$ cat src/rtl/seek_pkg.sv
package seek_pkg;
  // Field positions in the disk address word (decoded by the controller)
  localparam int ADDR_W       = 16;
  localparam int OFS_LSB      = 7;
  localparam int CYL_W        = ADDR_W - OFS_LSB;
  localparam int DIR_BIT      = 2;
  localparam int HEAD_BIT     = 4;
  // Position word layout
  localparam int POS_HEAD_BIT = 6;

  typedef struct packed {
    logic [CYL_W-1:0] cyl;
    logic             head;
  } drive_pos_t;
endpackage

$ cat src/rtl/seek_calc.sv
module seek_calc
  import seek_pkg::*;
#(
  parameter int WAIT_W   = 24,
  parameter int STD_CYLS = 256,
  parameter int BIG_CYLS = 512,
  parameter int CNT_W    = WAIT_W + CYL_W
) (
  input  drive_pos_t              cur_pos,
  input  logic [ADDR_W-1:0]       addr,
  input  logic                    big,
  input  logic [WAIT_W-1:0]       wait_val,
  output drive_pos_t              nxt_pos,
  output logic [CNT_W-1:0]        load_cnt
);
  localparam logic [CYL_W:0] STD_LIM = (CYL_W+1)'(STD_CYLS);
  localparam logic [CYL_W:0] BIG_LIM = (CYL_W+1)'(BIG_CYLS);

  // Move relative to the current cylinder, clamped to [0, lim-1]
  function automatic logic [CYL_W-1:0] step_cyl(
    input logic [CYL_W-1:0] cur,
    input logic [CYL_W-1:0] ofs,
    input logic             outward,
    input logic [CYL_W:0]   lim
  );
    logic [CYL_W+1:0] sum;
    sum = {2'b00, cur} + {2'b00, ofs};
    if (outward)
      step_cyl = (sum >= {1'b0, lim}) ? CYL_W'(lim - 1'b1) : sum[CYL_W-1:0];
    else
      step_cyl = (ofs > cur) ? '0 : cur - ofs;
  endfunction

  function automatic logic [CYL_W-1:0] cyl_dist(
    input logic [CYL_W-1:0] a,
    input logic [CYL_W-1:0] b
  );
    cyl_dist = (a > b) ? a - b : b - a;
  endfunction

  // Busy cycles; never below one so every seek ends with a done pulse
  function automatic logic [CNT_W-1:0] busy_len(
    input logic [WAIT_W-1:0] w,
    input logic [CYL_W-1:0]  d
  );
    logic [CNT_W-1:0] p;
    p = CNT_W'(w) * CNT_W'(d);
    busy_len = (p == '0) ? CNT_W'(1) : p;
  endfunction

  logic [CYL_W-1:0] ofs;
  logic             outward;
  logic [CYL_W:0]   lim;
  logic             unused_addr_bits;

  assign ofs      = addr[ADDR_W-1:OFS_LSB];
  assign outward  = addr[DIR_BIT];
  assign lim      = big ? BIG_LIM : STD_LIM;
  assign unused_addr_bits = ^{addr[OFS_LSB-1:HEAD_BIT+1], addr[HEAD_BIT-1:DIR_BIT+1], addr[DIR_BIT-1:0]};

  always_comb begin
    nxt_pos.cyl  = step_cyl(cur_pos.cyl, ofs, outward, lim);
    nxt_pos.head = addr[HEAD_BIT];
    load_cnt     = busy_len(wait_val, cyl_dist(nxt_pos.cyl, cur_pos.cyl));
  end
endmodule

$ cat src/rtl/seek_unit.sv
module seek_unit
  import seek_pkg::*;
#(
  parameter int CNT_W = 33
) (
  input  logic             clk,
  input  logic             por_n,
  input  logic             rst_n,
  input  logic             accept,
  input  drive_pos_t       nxt_pos,
  input  logic [CNT_W-1:0] load_cnt,
  output drive_pos_t       pos,
  output logic             busy,
  output logic             done
);
  logic [CNT_W-1:0] cnt;
  logic             last_tick;

  assign busy      = (cnt != '0);
  assign last_tick = (cnt == CNT_W'(1));

  // Position survives the controller reset
  always_ff @(posedge clk or negedge por_n) begin
    if (!por_n)      pos <= '0;
    else if (accept) pos <= nxt_pos;
  end

  always_ff @(posedge clk or negedge rst_n) begin
    if (!rst_n) begin
      cnt  <= '0;
      done <= 1'b0;
    end else begin
      done <= last_tick;
      if (accept)    cnt <= load_cnt;
      else if (busy) cnt <= cnt - 1'b1;
    end
  end

  AST_BUSY_AFTER_ACCEPT: assert property (@(posedge clk) disable iff (!rst_n)
    accept |=> busy);
  AST_DONE_ENDS_BUSY: assert property (@(posedge clk) disable iff (!rst_n)
    done |-> (!busy && $past(busy)));
  AST_DONE_SINGLE: assert property (@(posedge clk) disable iff (!rst_n)
    done |=> !done);
  AST_LOAD_NONZERO: assert property (@(posedge clk) disable iff (!rst_n)
    accept |-> (load_cnt != '0));
  AST_POS_HOLD: assert property (@(posedge clk) disable iff (!por_n)
    !accept |=> $stable(pos));
endmodule

$ cat src/rtl/seek_tracker.sv
module seek_tracker
  import seek_pkg::*;
#(
  parameter int NUM_DRIVES = 4,
  parameter int WAIT_W     = 24,
  parameter int WAIT_RESET = 10,
  parameter int STD_CYLS   = 256,
  parameter int BIG_CYLS   = 512,
  parameter int IDX_W      = $clog2(NUM_DRIVES)
) (
  input  logic                     clk,
  input  logic                     por_n,
  input  logic                     rst_n,
  input  logic                     cfg_wr,
  input  logic [WAIT_W-1:0]        cfg_wait,
  input  logic                     seek_start,
  input  logic [IDX_W-1:0]         drive_sel,
  input  logic [ADDR_W-1:0]        disk_addr,
  input  logic [NUM_DRIVES-1:0]    big_drive,
  output logic [NUM_DRIVES-1:0]    drive_busy,
  output logic [NUM_DRIVES-1:0]    seek_done,
  output logic [NUM_DRIVES*ADDR_W-1:0] pos_word
);
  localparam int CNT_W = WAIT_W + CYL_W;
  localparam logic [CYL_W:0] STD_LIM = (CYL_W+1)'(STD_CYLS);

  logic [WAIT_W-1:0] wait_q;
  drive_pos_t        pos_arr [NUM_DRIVES];
  drive_pos_t        cur_pos;
  drive_pos_t        nxt_pos;
  logic [CNT_W-1:0]  load_cnt;
  logic              sel_busy;
  logic              sel_big;
  logic              accept_any;
  logic [NUM_DRIVES-1:0] accept_vec;

  always_ff @(posedge clk or negedge por_n) begin
    if (!por_n)      wait_q <= WAIT_W'(WAIT_RESET);
    else if (cfg_wr) wait_q <= cfg_wait;
  end

  assign cur_pos    = pos_arr[drive_sel];
  assign sel_busy   = drive_busy[drive_sel];
  assign sel_big    = big_drive[drive_sel];
  assign accept_any = seek_start && rst_n && !sel_busy;

  seek_calc #(
    .WAIT_W(WAIT_W), .STD_CYLS(STD_CYLS), .BIG_CYLS(BIG_CYLS), .CNT_W(CNT_W)
  ) calc_i (
    .cur_pos (cur_pos),
    .addr    (disk_addr),
    .big     (sel_big),
    .wait_val(wait_q),
    .nxt_pos (nxt_pos),
    .load_cnt(load_cnt)
  );

  for (genvar d = 0; d < NUM_DRIVES; d++) begin : g_drive
    assign accept_vec[d] = accept_any && (drive_sel == IDX_W'(d));

    seek_unit #(.CNT_W(CNT_W)) unit_i (
      .clk     (clk),
      .por_n   (por_n),
      .rst_n   (rst_n),
      .accept  (accept_vec[d]),
      .nxt_pos (nxt_pos),
      .load_cnt(load_cnt),
      .pos     (pos_arr[d]),
      .busy    (drive_busy[d]),
      .done    (seek_done[d])
    );

    assign pos_word[d*ADDR_W +: ADDR_W] =
      {pos_arr[d].cyl, pos_arr[d].head, {POS_HEAD_BIT{1'b0}}};
  end

  AST_STD_LIMIT: assert property (@(posedge clk) disable iff (!rst_n)
    (accept_any && !sel_big) |-> ({1'b0, nxt_pos.cyl} < STD_LIM));
  AST_INWARD_NOT_UP: assert property (@(posedge clk) disable iff (!rst_n)
    (accept_any && !disk_addr[DIR_BIT]) |-> (nxt_pos.cyl <= cur_pos.cyl));
  AST_OUTWARD_NOT_DOWN: assert property (@(posedge clk) disable iff (!rst_n)
    (accept_any && disk_addr[DIR_BIT]) |-> (nxt_pos.cyl >= cur_pos.cyl));
  AST_ONE_ACCEPT: assert property (@(posedge clk) disable iff (!rst_n)
    $onehot0(accept_vec));
  AST_RESET_IDLE: assert property (@(posedge clk) disable iff (!por_n)
    !rst_n |-> (drive_busy == '0 && seek_done == '0));
endmodule

$ cat config.mk
export PLATFORM = sky130hd
export DESIGN_NAME = seek_tracker
export DESIGN_NICKNAME = d
export VERILOG_FILES = /design/src/rtl/seek_pkg.sv /design/src/rtl/seek_calc.sv /design/src/rtl/seek_unit.sv /design/src/rtl/seek_tracker.sv
export SDC_FILE = /design/constraint.sdc
export NUM_CORES = 1
export LEC_CHECK = 0
export BUFFER_PORTS_ARGS = -buffer_cell sky130_fd_sc_hd__buf_2
export CAP_MARGIN = 10
export CORE_ASPECT_RATIO = 0.7
export CORE_MARGIN = 10
export CORE_UTILIZATION = 25
export CTS_CLUSTER_DIAMETER = 150
export DETAILED_ROUTE_END_ITERATION = 6
export PLACE_DENSITY_LB_ADDON = 0.3
export SYNTH_ARGS = -nofsm -noshare
export SYNTH_HDL_FRONTEND = slang
export SYNTH_HIERARCHICAL = 1
export SYNTH_SLANG_ARGS = --single-unit
$ cat constraint.sdc
create_clock -name clk -period 12.65 [get_ports clk]
set_input_delay 3.1625 -clock clk [delete_from_list [all_inputs] [get_ports clk]]
set_output_delay 3.1625 -clock clk [all_outputs]
set_load 0.01 [all_outputs]
==> results.txt, run 1 <==
----------------------------------------------------
[Run status]
  Status ... complete, but fails checks
  Failing checks ... negative setup slack

[Place]
  Number of port buffers ... 93
  Placer's final routability congestion estimate ... between 0.8 and 0.9
  Post-detailed-placement half-perimeter wirelength ... 46,700 um

[Setup path]
  Stage delay of the slowest cell on the critical path ... ~0.54 ns
  Nature of the critical path startpoint ... input port
  Worst setup path class ... in -> reg
  Cell mode on critical path ... sky130_fd_sc_hd__buf_6
  Cells on worst reg2reg path ... 54
  Reg-to-reg slack, setup ... 1.46 ns
  Endpoint of the worst register-to-register path ... g_drive[3].unit_i/cnt[0]
  Max Fanout on Critical Path ... 8
  CP Data Required Time ... between 10 and 15 ns
  Start of the worst register-to-register path ... g_drive[3].unit_i/pos[2]
  Worst setup EP type ... register
  Critical path data arrival time ... 14.09 ns
  Critical-path cell with the highest stage delay ... sky130_fd_sc_hd__fa_1

[Final layout]
  Share of cells above drive strength 1 ... 0.353
  N_diodes ... 0
  Post-layout nets ... about 2,800
  Leading cell type in the layout, fill and taps excluded ... sky130_fd_sc_hd__buf_4
  Commonest cells after routing, fill and taps aside ... sky130_fd_sc_hd__buf_4, sky130_fd_sc_hd__nand2_1, sky130_fd_sc_hd__dfrtp_1, sky130_fd_sc_hd__inv_1, sky130_fd_sc_hd__fa_1
  Synthesis-to-layout area growth ... 33.3%
  Number of fill cells in the layout ... 7,955

[STA]
  Post-route clock skew ... 0.0148 ns
  RSZ-0062 raised after global routing ... true
  Final worst-path setup slack ... -1.05 ns
  Worst slew slack as a fraction of its limit ... 0.334
  Setup_tns ... -25.54 ns
  Peak clock frequency supported by timing ... 73.0 MHz
  Max-slew violation total from the final report ... 0
  Share of the clock period used by the worst path ... 1.08
  Worst Tran Pin Value ... ~1 ns
  Minimum period implied by the final worst setup slack ... 13.70 ns
  Final number of hold-violating endpoints ... 0
  Final count of negative-setup-slack endpoints ... 68

[GRT]
  Number of global-route vias before repair ... approximately 17,000
  Global-route congestion overflow total ... 0
  Maximum number of pins on one net before global-route repair ... 67
  Global-route wire length before repair ... roughly 100,000 um
  GRT Overall Usage ... 0.138
  Number of antenna violations at the first check in global routing ... 1

[Clock tree]
  Number of buffers added to fix hold violations after cts ... 0
  CTS root buffer ... sky130_fd_sc_hd__clkbuf_16
  Max Buffers Root-to-Sink ... 2
  CTS H-tree depth ... 4
  TritonCTS clock tree ... yes
  Clock latency at the later pin of the worst-skew pair ... 0.48 ns
  CTS clock-pin slew for the worst setup and hold paths ... 0.08 ns
  Number of buffers created by CTS ... 17
  Number of sinks driven by the clock tree ... 200

[Floorplan]
  DIE WIDTH ... 356 um
  Number of top-level pins ... 123
  Chip height ... between 200 and 300 um
  Core ar. ... 78,400 um2
  Overall die area ... 90,700 um2
  Starting density of the core ... 0.252
  Cell Rows ... 86

[Route]
  Count of TritonRoute iterations in the first routing pass ... 6
  Vias ... 16,600
  Count of antenna-violating nets left after detailed routing ... 0
  Number of design-rule violations left by the first detailed-router iteration ... 1,088
  Vias per inst ... 4.68
  Routed len/inst ... 17.7 um
  Total wirelength of the detailed-routed design ... 62,900 um
  Post-detailed-route DRC marker count ... 0

[Logic synthesis]
  Cell count after synthesis ... 2,123
  Synth Warn # ... 6
  Total standard cell area after synthesis ... slightly below 20,000 um2
  Mean Syn Cell Area ... between 9 and 10 um2

[Min path]
  Number of cells on the worst hold path ... 1
  Hold Path Class ... reg -> reg
  Min-delay src ... g_drive[3].unit_i/pos[0]
  Worst Hold End ... g_drive[3].unit_i/pos[0]

[Job]
  Number of max-capacitance violations reported ... 0

----------------------------------------------------
critical path: cells and delay by family:
family | cells | cell delay, ns
AOI/OAI and AO/OA | 15 | 2.96
xor gates and xnor gates | 3 | 0.40
adders and majority gates | 8 | 3.14
buffers and inverters | 14 | 1.54
muxes | 2 | 0.67
and+or+nand+nor | 14 | 2.19
flip-flops by register name, summed over array words and instances (netlist names):
name                 count
g_drive.unit_i/cnt     132
g_drive.unit_i/done      4
g_drive.unit_i/pos      40
wait_q                  24
metrics by stage:
step,utilization,setup slack (ns),cells,instance area (um2),hold slack [ns]
after floorplan,-,-0.915,2146,20300,0.479
after detailed placement,0.301,-2.18,3452,23600,0.495
final,0.335,-1.05,3557,26300,0.519
after global routing,0.335,-1.53,3557,26300,0.533
after CTS,0.325,-1.00,3534,25500,0.519
after global placement,0.301,-2.06,3452,23600,0.490
final cells by class:
cell class | count | area, um2 | area share
clock buffer | 17 | 425 | 0.0162
clock inverter | 15 | 196 | 0.00747
inverter | 211 | 795 | 0.0302
multi-input combinational | 1624 | 15000 | 0.569
sequential | 200 | 5010 | 0.190
tap | 1056 | 1320 | 0.0502
timing repair buffer | 434 | 3590 | 0.137
per-layer routing:
metal,track usage,vias to the layer above,wire (um)
met5,0,-,0
met4,0.0322,0,1070
met3,0.0325,56,3990
met2,0.208,421,27100
met1,0.198,8296,30700
li1,-,7868,-
how the worst max path moves through the flow:
stage                       startpoint                  endpoint  slack [ns]  depth (start not counted)
after floorplan           drive_sel[0]  g_drive[0].unit_i/cnt[0]       -0.91                         51
after global placement    drive_sel[0]  g_drive[3].unit_i/cnt[0]       -2.06                         51
after detailed placement  drive_sel[0]  g_drive[0].unit_i/cnt[0]       -2.18                         51
after CTS                 drive_sel[0]  g_drive[3].unit_i/cnt[0]        -1.0                         60
after global routing      drive_sel[0]  g_drive[0].unit_i/cnt[0]       -1.53                         55
final                     drive_sel[0]  g_drive[3].unit_i/cnt[0]       -1.05                         56
what timing repair did:
action | CTS | global route
pin swaps | 121 | 76
endpoints found under the setup margin | 92 | 96
setup buffers | 53 | 35
resized for setup | 190 | 175
gates cloned | 2 | 0
Power of run 1 is left out: the tool's default activity adds up to more than one toggle a clock period on the data nets, which glitch-free logic cannot reach.
==> run 2: changes to the inputs <==
--- a/config.mk
+++ b/config.mk
@@ -8,7 +8,6 @@
 export BUFFER_PORTS_ARGS = -buffer_cell sky130_fd_sc_hd__buf_2
 export CAP_MARGIN = 10
 export CORE_ASPECT_RATIO = 0.7
-export CORE_MARGIN = 10
 export CORE_UTILIZATION = 25
 export CTS_CLUSTER_DIAMETER = 150
 export DETAILED_ROUTE_END_ITERATION = 6
==> run 2 against run 1 <==
  * The run still ends with negative setup slack left
  * Final cell count shrank 0.65%
  * Sequential cell count is the same
  * Core utilization shrank 0.077 points
  * Critical path depth is the same
  * Clock skew is essentially flat
  * Hold slack gained 0.0020 ns
  * Worst setup slack lost 0.039 ns
  * Critical endpoint is now g_drive[2].unit_i/cnt[0]
==> results.txt, run 2 (synthesis results as in run 1) <==
----------------------------------------------------
[Min path]
  Worst Hold End ... g_drive[2].unit_i/pos[0]
  Hold Path Class ... reg -> reg
  Number of cells on the worst hold path ... 1
  Min-delay src ... g_drive[2].unit_i/pos[0]

[STA]
  Share of the clock period used by the worst path ... 1.09
  Final count of negative-setup-slack endpoints ... 64
  Worst Tran Pin Value ... about 0.96 ns
  Final worst-path setup slack ... -1.09 ns
  RSZ-0062 raised after global routing ... true
  Worst slew slack as a fraction of its limit ... 0.355
  Peak clock frequency supported by timing ... roughly 73 MHz
  Final number of hold-violating endpoints ... 0
  Max-slew violation total from the final report ... 0
  Post-route clock skew ... 0.0148 ns
  Minimum period implied by the final worst setup slack ... 13.74 ns

[Final layout]
  Synthesis-to-layout area growth ... 31.4%
  Number of flip-flops under the largest register name ... 132
  Fin util ... 0.334
  Leading cell type in the layout, fill and taps excluded ... sky130_fd_sc_hd__buf_4
  Commonest cells after routing, fill and taps aside ... sky130_fd_sc_hd__buf_4, sky130_fd_sc_hd__nand2_1, sky130_fd_sc_hd__dfrtp_1, sky130_fd_sc_hd__inv_1, sky130_fd_sc_hd__fa_1
  Largest registers ... g_drive.unit_i/cnt (132), g_drive.unit_i/pos (40), wait_q (24)
  Final standard cell count with taps included and fillers excluded ... 3,534
  Post-layout nets ... 2,782
  Share of cells above drive strength 1 ... 0.338
  Largest register by flop count ... g_drive.unit_i/cnt

[Route]
  Count of TritonRoute iterations in the first routing pass ... 5
  Post-detailed-route DRC marker count ... 0
  Vias per inst ... 4.70
  Total wirelength of the detailed-routed design ... ~62,000 um
  Number of design-rule violations left by the first detailed-router iteration ... ~1,100
  Vias ... 16,600
  Count of antenna-violating nets left after detailed routing ... 0
  Routed len/inst ... about 18 um

[Floorplan]
  Chip height ... 237 um
  Cell Rows ... between 80 and 90
  Number of top-level pins ... about 120
  DIE WIDTH ... between 300 and 400 um
  Overall die area ... between 80,000 and 90,000 um2
  Starting density of the core ... 0.254
  Core ar. ... 77,500 um2

[Setup path]
  Start of the worst register-to-register path ... g_drive[3].unit_i/pos[4]
  Nature of the critical path startpoint ... input port
  Cells on worst reg2reg path ... 53
  Max Fanout on Critical Path ... 7
  Critical path data arrival time ... 14.15 ns
  Worst setup path class ... in -> reg
  Buf+Inv Stages, Crit Path ... 12
  Critical-path cell with the highest stage delay ... sky130_fd_sc_hd__fa_1
  Stage delay of the slowest cell on the critical path ... 0.55 ns
  Cell family with most CP delay ... adder cells
  Endpoint of the worst register-to-register path ... g_drive[2].unit_i/cnt[0]
  Cell count along the critical path ... 56
  Reg-to-reg slack, setup ... 1.40 ns
  Worst setup EP type ... register
  CP Data Required Time ... 13.06 ns

[Clock tree]
  Max Buffers Root-to-Sink ... 2
  Clock latency at the later pin of the worst-skew pair ... 0.49 ns
  CTS H-tree depth ... 4
  Number of sinks driven by the clock tree ... 200
  CTS clock-pin slew for the worst setup and hold paths ... 0.09 ns
  CTS root buffer ... sky130_fd_sc_hd__clkbuf_16
  TritonCTS clock tree ... yes
  Number of buffers created by CTS ... 17

[GRT]
  Global-route wire length before repair ... 99,100 um
  Number of antenna violations at the first check in global routing ... 3
  Number of global-route vias before repair ... between 15,000 and 20,000
  Global-route congestion overflow total ... 0
  GRT Overall Usage ... 0.160
  Maximum number of pins on one net before global-route repair ... 72

[Place]
  Post-detailed-placement half-perimeter wirelength ... 45,800 um
  Count of placed standard cells including taps ... 3,432
  Placer's final routability congestion estimate ... 0.842
  Number of port buffers ... just over 90

[Run status]
  Failing checks ... negative setup slack
  Status ... complete, but fails checks

[Job]
  Number of max-capacitance violations reported ... 0

----------------------------------------------------
==> run 2: cell types whose count changed in the layout (fill, tap and decap cells not counted), sizes merged <==
cell / before / now
buf: 432 / 416
bufinv: 1 / 0
bufbuf: 2 / 5
clkbuf: 17 / 18
inv: 219 / 218
diode: 0 / 1
clkinvlp: 0 / 2
==> run 2: worst max path at each step <==
| stage | from | endpoint | slack, ns |
|---|---|---|---|
| 2_1_floorplan | drive_sel[0] | g_drive[0].unit_i/cnt[0] | -0.91 |
| 5_1_grt | drive_sel[0] | g_drive[3].unit_i/cnt[0] | -1.46 |
| 6_report | drive_sel[0] | g_drive[2].unit_i/cnt[0] | -1.09 |
| 3_3_place_gp | drive_sel[0] | g_drive[3].unit_i/cnt[0] | -1.98 |
| 4_1_cts | drive_sel[0] | g_drive[2].unit_i/cnt[0] | -0.94 |
| 3_5_place_dp | drive_sel[0] | g_drive[2].unit_i/cnt[0] | -2.03 |
==> run 2: worst register-to-register path: cells and delay by family, from the launching register on <==
family | cells | cell delay [ns]
AO/OA/AOI/OAI | 16 | 2.26
XOR/XNOR | 2 | 0.32
adder cells (fa/ha/maj) | 8 | 3.05
buffers and inverters | 9 | 1.04
flip-flops | 1 | 0.42
multiplexers | 2 | 0.84
AND/OR/NAND/NOR | 16 | 3.27
==> run 2: what timing repair did <==
item | 4_1_cts | 5_1_grt
hold buffers | 0 | 0
buffers inserted | 67 | 11
pin swaps | 105 | 42
setup endpoints to repair | 84 | 90
gates cloned | 7 | 1
gates resized for setup | 205 | 97
==> run 2: metrics by stage <==
stage / instance area (um2) / setup WS, ns / hold slack, ns / TNS [ns]
CTS: 25600 / -0.939 / 0.523 / -13.96
global placement: 23500 / -1.98 / 0.490 / -94.26
finish: 25900 / -1.09 / 0.521 / -19.18
detailed placement: 23500 / -2.03 / 0.503 / -105.38
global route: 25900 / -1.46 / 0.537 / -49.68
floorplan: 20300 / -0.915 / 0.479 / -10.60
==> run 2: area by class of cell <==
class	instances	area, um2
repair buffers	422	3570
clock buffers	17	425
clock inverters	15	151
flip-flops and latches	200	5010
diodes	1	2.50
fillers	7947	51600
well taps	1044	1310
multi-input cells	1624	14700
inverters	211	795
==> run 2: per-layer routing <==
layer | global-route usage | wire length, um | vias up
li1 | - | - | 7838
met1 | 0.236 | 31300 | 8373
met3 | 0.0292 | 3280 | 53
met4 | 0.0376 | 944 | 2
met5 | 0 | 13 | -
met2 | 0.238 | 26700 | 353
Power of run 2 is left out for the same reason.
==> run 3: changes to the inputs <==
--- a/config.mk
+++ b/config.mk
@@ -5,10 +5,11 @@
 export SDC_FILE = /design/constraint.sdc
 export NUM_CORES = 1
 export LEC_CHECK = 0
+export ABC_AREA = 1
 export BUFFER_PORTS_ARGS = -buffer_cell sky130_fd_sc_hd__buf_2
 export CAP_MARGIN = 10
 export CORE_ASPECT_RATIO = 0.7
-export CORE_UTILIZATION = 25
+export CORE_UTILIZATION = 55
 export CTS_CLUSTER_DIAMETER = 150
 export DETAILED_ROUTE_END_ITERATION = 6
 export PLACE_DENSITY_LB_ADDON = 0.3
==> constraint.sdc (replaced) <==
create_clock -name clk -period 16.8 [get_ports clk]
set_input_delay 4.2 -clock clk [delete_from_list [all_inputs] [get_ports clk]]
set_output_delay 4.2 -clock clk [all_outputs]
set_load 0.01 [all_outputs]
==> run 3 against run 2 <==
  * The flow finishes with violations (design-rule violations)
  * Worst setup slack better by 2.1 ns
  * Global-route usage up 17 points
  * Wire length is 1.9% higher
  * Sequential cell count unchanged
  * Synthesized cell count grew 45%
  * First-iteration DRC count rose by 110%
  * Count of clock-buffer cells in the layout rose by 1
  * Hold slack got worse by 0.047 ns
  * Core utilization is 26 points higher
  * Critical path type unchanged
  * Critical endpoint is now g_drive[3].unit_i/cnt[0]
==> results.txt, run 3 <==
----------------------------------------------------
[Place]
  Worst slack at placement ... 0.888 ns
  Number of port buffers ... between 90 and 100
  Post-detailed-placement half-perimeter wirelength ... slightly below 50,000 um
  Placer's final routability congestion estimate ... between 0.9 and 1

[Final layout]
  Post-layout nets ... around 3,400
  Number of flip-flops under the largest register name ... 132
  Leading cell type in the layout, fill and taps excluded ... sky130_fd_sc_hd__nand2_1
  Largest register by flop count ... g_drive.unit_i/cnt
  Number of fill cells in the layout ... 3,554
  Commonest cells after routing, fill and taps aside ... sky130_fd_sc_hd__nand2_1, sky130_fd_sc_hd__nor2_1, sky130_fd_sc_hd__inv_1, sky130_fd_sc_hd__dfrtp_1, sky130_fd_sc_hd__fa_1
  Synthesis-to-layout area growth ... 6.15%
  Largest registers ... g_drive.unit_i/cnt (132), g_drive.unit_i/pos (40), wait_q (24)
  Share of cells above drive strength 1 ... 0.109

[GRT]
  Global-route congestion overflow total ... 0
  Number of global-route vias before repair ... 19,300
  GRT Overall Usage ... 0.329
  Maximum number of pins on one net before global-route repair ... 66
  Global-route wire length before repair ... roughly 100,000 um
  Number of antenna violations at the first check in global routing ... 2

[Setup path]
  Worst setup EP type ... register
  Stage delay of the slowest cell on the critical path ... 0.53 ns
  Start of the worst register-to-register path ... g_drive[2].unit_i/pos[1]
  Launch point of the critical path ... drive_sel[0]
  CP Data Required Time ... 17.19 ns
  Critical-path cell with the highest stage delay ... sky130_fd_sc_hd__fa_1
  Reg-to-reg slack, setup ... 5.11 ns
  Nature of the critical path startpoint ... input port
  Cell mode on critical path ... sky130_fd_sc_hd__nand2_1
  Worst setup path class ... in -> reg
  Critical path data arrival time ... between 15 and 20 ns
  Endpoint of the worst register-to-register path ... g_drive[3].unit_i/cnt[0]
  Cells on worst reg2reg path ... 59
  Max Fanout on Critical Path ... 13

[STA]
  Worst Tran Pin Value ... 0.883 ns
  Max-slew violation total from the final report ... 0
  Share of the clock period used by the worst path ... 0.938
  Post-route clock skew ... 0.00961 ns
  Minimum period implied by the final worst setup slack ... 15.76 ns
  RSZ-0062 raised after global routing ... false
  Final count of negative-setup-slack endpoints ... 0
  Peak clock frequency supported by timing ... 63.5 MHz
  Worst slew slack as a fraction of its limit ... 0.411
  Final number of hold-violating endpoints ... 0
  Setup_tns ... 0 ns
  Final worst-path setup slack ... ~1.0 ns

[Clock tree]
  TritonCTS clock tree ... yes
  Max Buffers Root-to-Sink ... 2
  Post-CTS setup buffer count ... 0
  CTS H-tree depth ... 4
  Post-cts resize count ... 0
  Clock latency at the later pin of the worst-skew pair ... roughly 0.47 ns
  Number of buffers created by CTS ... 17
  CTS root buffer ... sky130_fd_sc_hd__clkbuf_16
  Number of sinks driven by the clock tree ... 200
  CTS clock-pin slew for the worst setup and hold paths ... 0.08 ns
  Number of buffers added to fix hold violations after cts ... 0

[Logic synthesis]
  Synth Warn # ... 6
  Mean Syn Cell Area ... 7.01 um2
  Total standard cell area after synthesis ... 21,600 um2
  Cell count after synthesis ... 3,077

[Min path]
  Hold Path Class ... reg -> reg
  Worst Hold End ... g_drive[1].unit_i/pos[0]
  Min-delay src ... g_drive[1].unit_i/pos[0]
  Number of cells on the worst hold path ... 2

[Route]
  Met3 Routed Length ... 6820 um
  Number of design-rule violations left by the first detailed-router iteration ... 2,209
  Vias ... between 20,000 and 25,000
  Met2 WL ... 27,100 um
  M1 WL ... 27,900 um
  DR top layer ... met5
  Total wirelength of the detailed-routed design ... 63,500 um
  Routed len/inst ... 17.3 um
  Vias per inst ... roughly 5.5
  Post-detailed-route DRC marker count ... 12
  Count of antenna-violating nets left after detailed routing ... 0
  Count of TritonRoute iterations in the first routing pass ... 7

[Job]
  Number of max-capacitance violations reported ... 0

[Floorplan]
  Starting density of the core ... 0.560
  DIE WIDTH ... ~240 um
  Overall die area ... 40,000 um2
  Chip height ... roughly 170 um
  Number of top-level pins ... 123
  Cell Rows ... 60
  Core ar. ... 38,500 um2

[Run status]
  Status ... complete, but fails checks
  Failing checks ... design-rule violations

----------------------------------------------------
## run 3: critical path: cells and delay by family
family / cells / cell delay, ns
AO/OA/AOI/OAI: 11 / 2.12
buffers and inverters: 12 / 1.72
AND/OR/NAND/NOR: 28 / 4.03
XOR/XNOR: 2 / 0.37
adder cells (fa/ha/maj): 9 / 3.67
## run 3: stage by stage
step           instance area, um2  instances   util  hold slack (ns)
5_1_grt                     22900       3677  0.594            0.516
3_5_place_dp                22300       3645  0.580            0.463
2_1_floorplan               21700       3100      -            0.479
3_3_place_gp                22300       3645  0.580            0.455
6_report                    22900       3678  0.594            0.475
4_1_cts                     22900       3677  0.594            0.483
## run 3: layout make-up
class,count,area (um2),share of cell area
antenna,1,2.50,0.000109
clock buffer,18,439,0.0192
clock inverter,14,118,0.00514
inverter,461,1740,0.0758
multi-input combinational,2337,14300,0.623
sequential,200,5010,0.219
tap,527,659,0.0288
timing repair buffer,120,674,0.0295
## run 3: worst max path at each step
stage / slack, ns / endpoint
4_1_cts: 1.32 / g_drive[3].unit_i/cnt[0]
3_5_place_dp: 0.89 / g_drive[3].unit_i/cnt[0]
2_1_floorplan: 3.39 / g_drive[0].unit_i/cnt[0]
6_report: 1.04 / g_drive[3].unit_i/cnt[0]
3_3_place_gp: 1.19 / g_drive[2].unit_i/cnt[0]
5_1_grt: 0.05 / g_drive[0].unit_i/cnt[0]
## run 3: metal layers
| layer | global-route usage | vias to the layer above |
|---|---|---|
| met1 | 0.471 | 9551 |
| met3 | 0.0874 | 134 |
| li1 | - | 9537 |
| met4 | 0.0995 | 2 |
| met5 | 0 | - |
| met2 | 0.484 | 896 |
Power of run 3 is left out for the same reason.
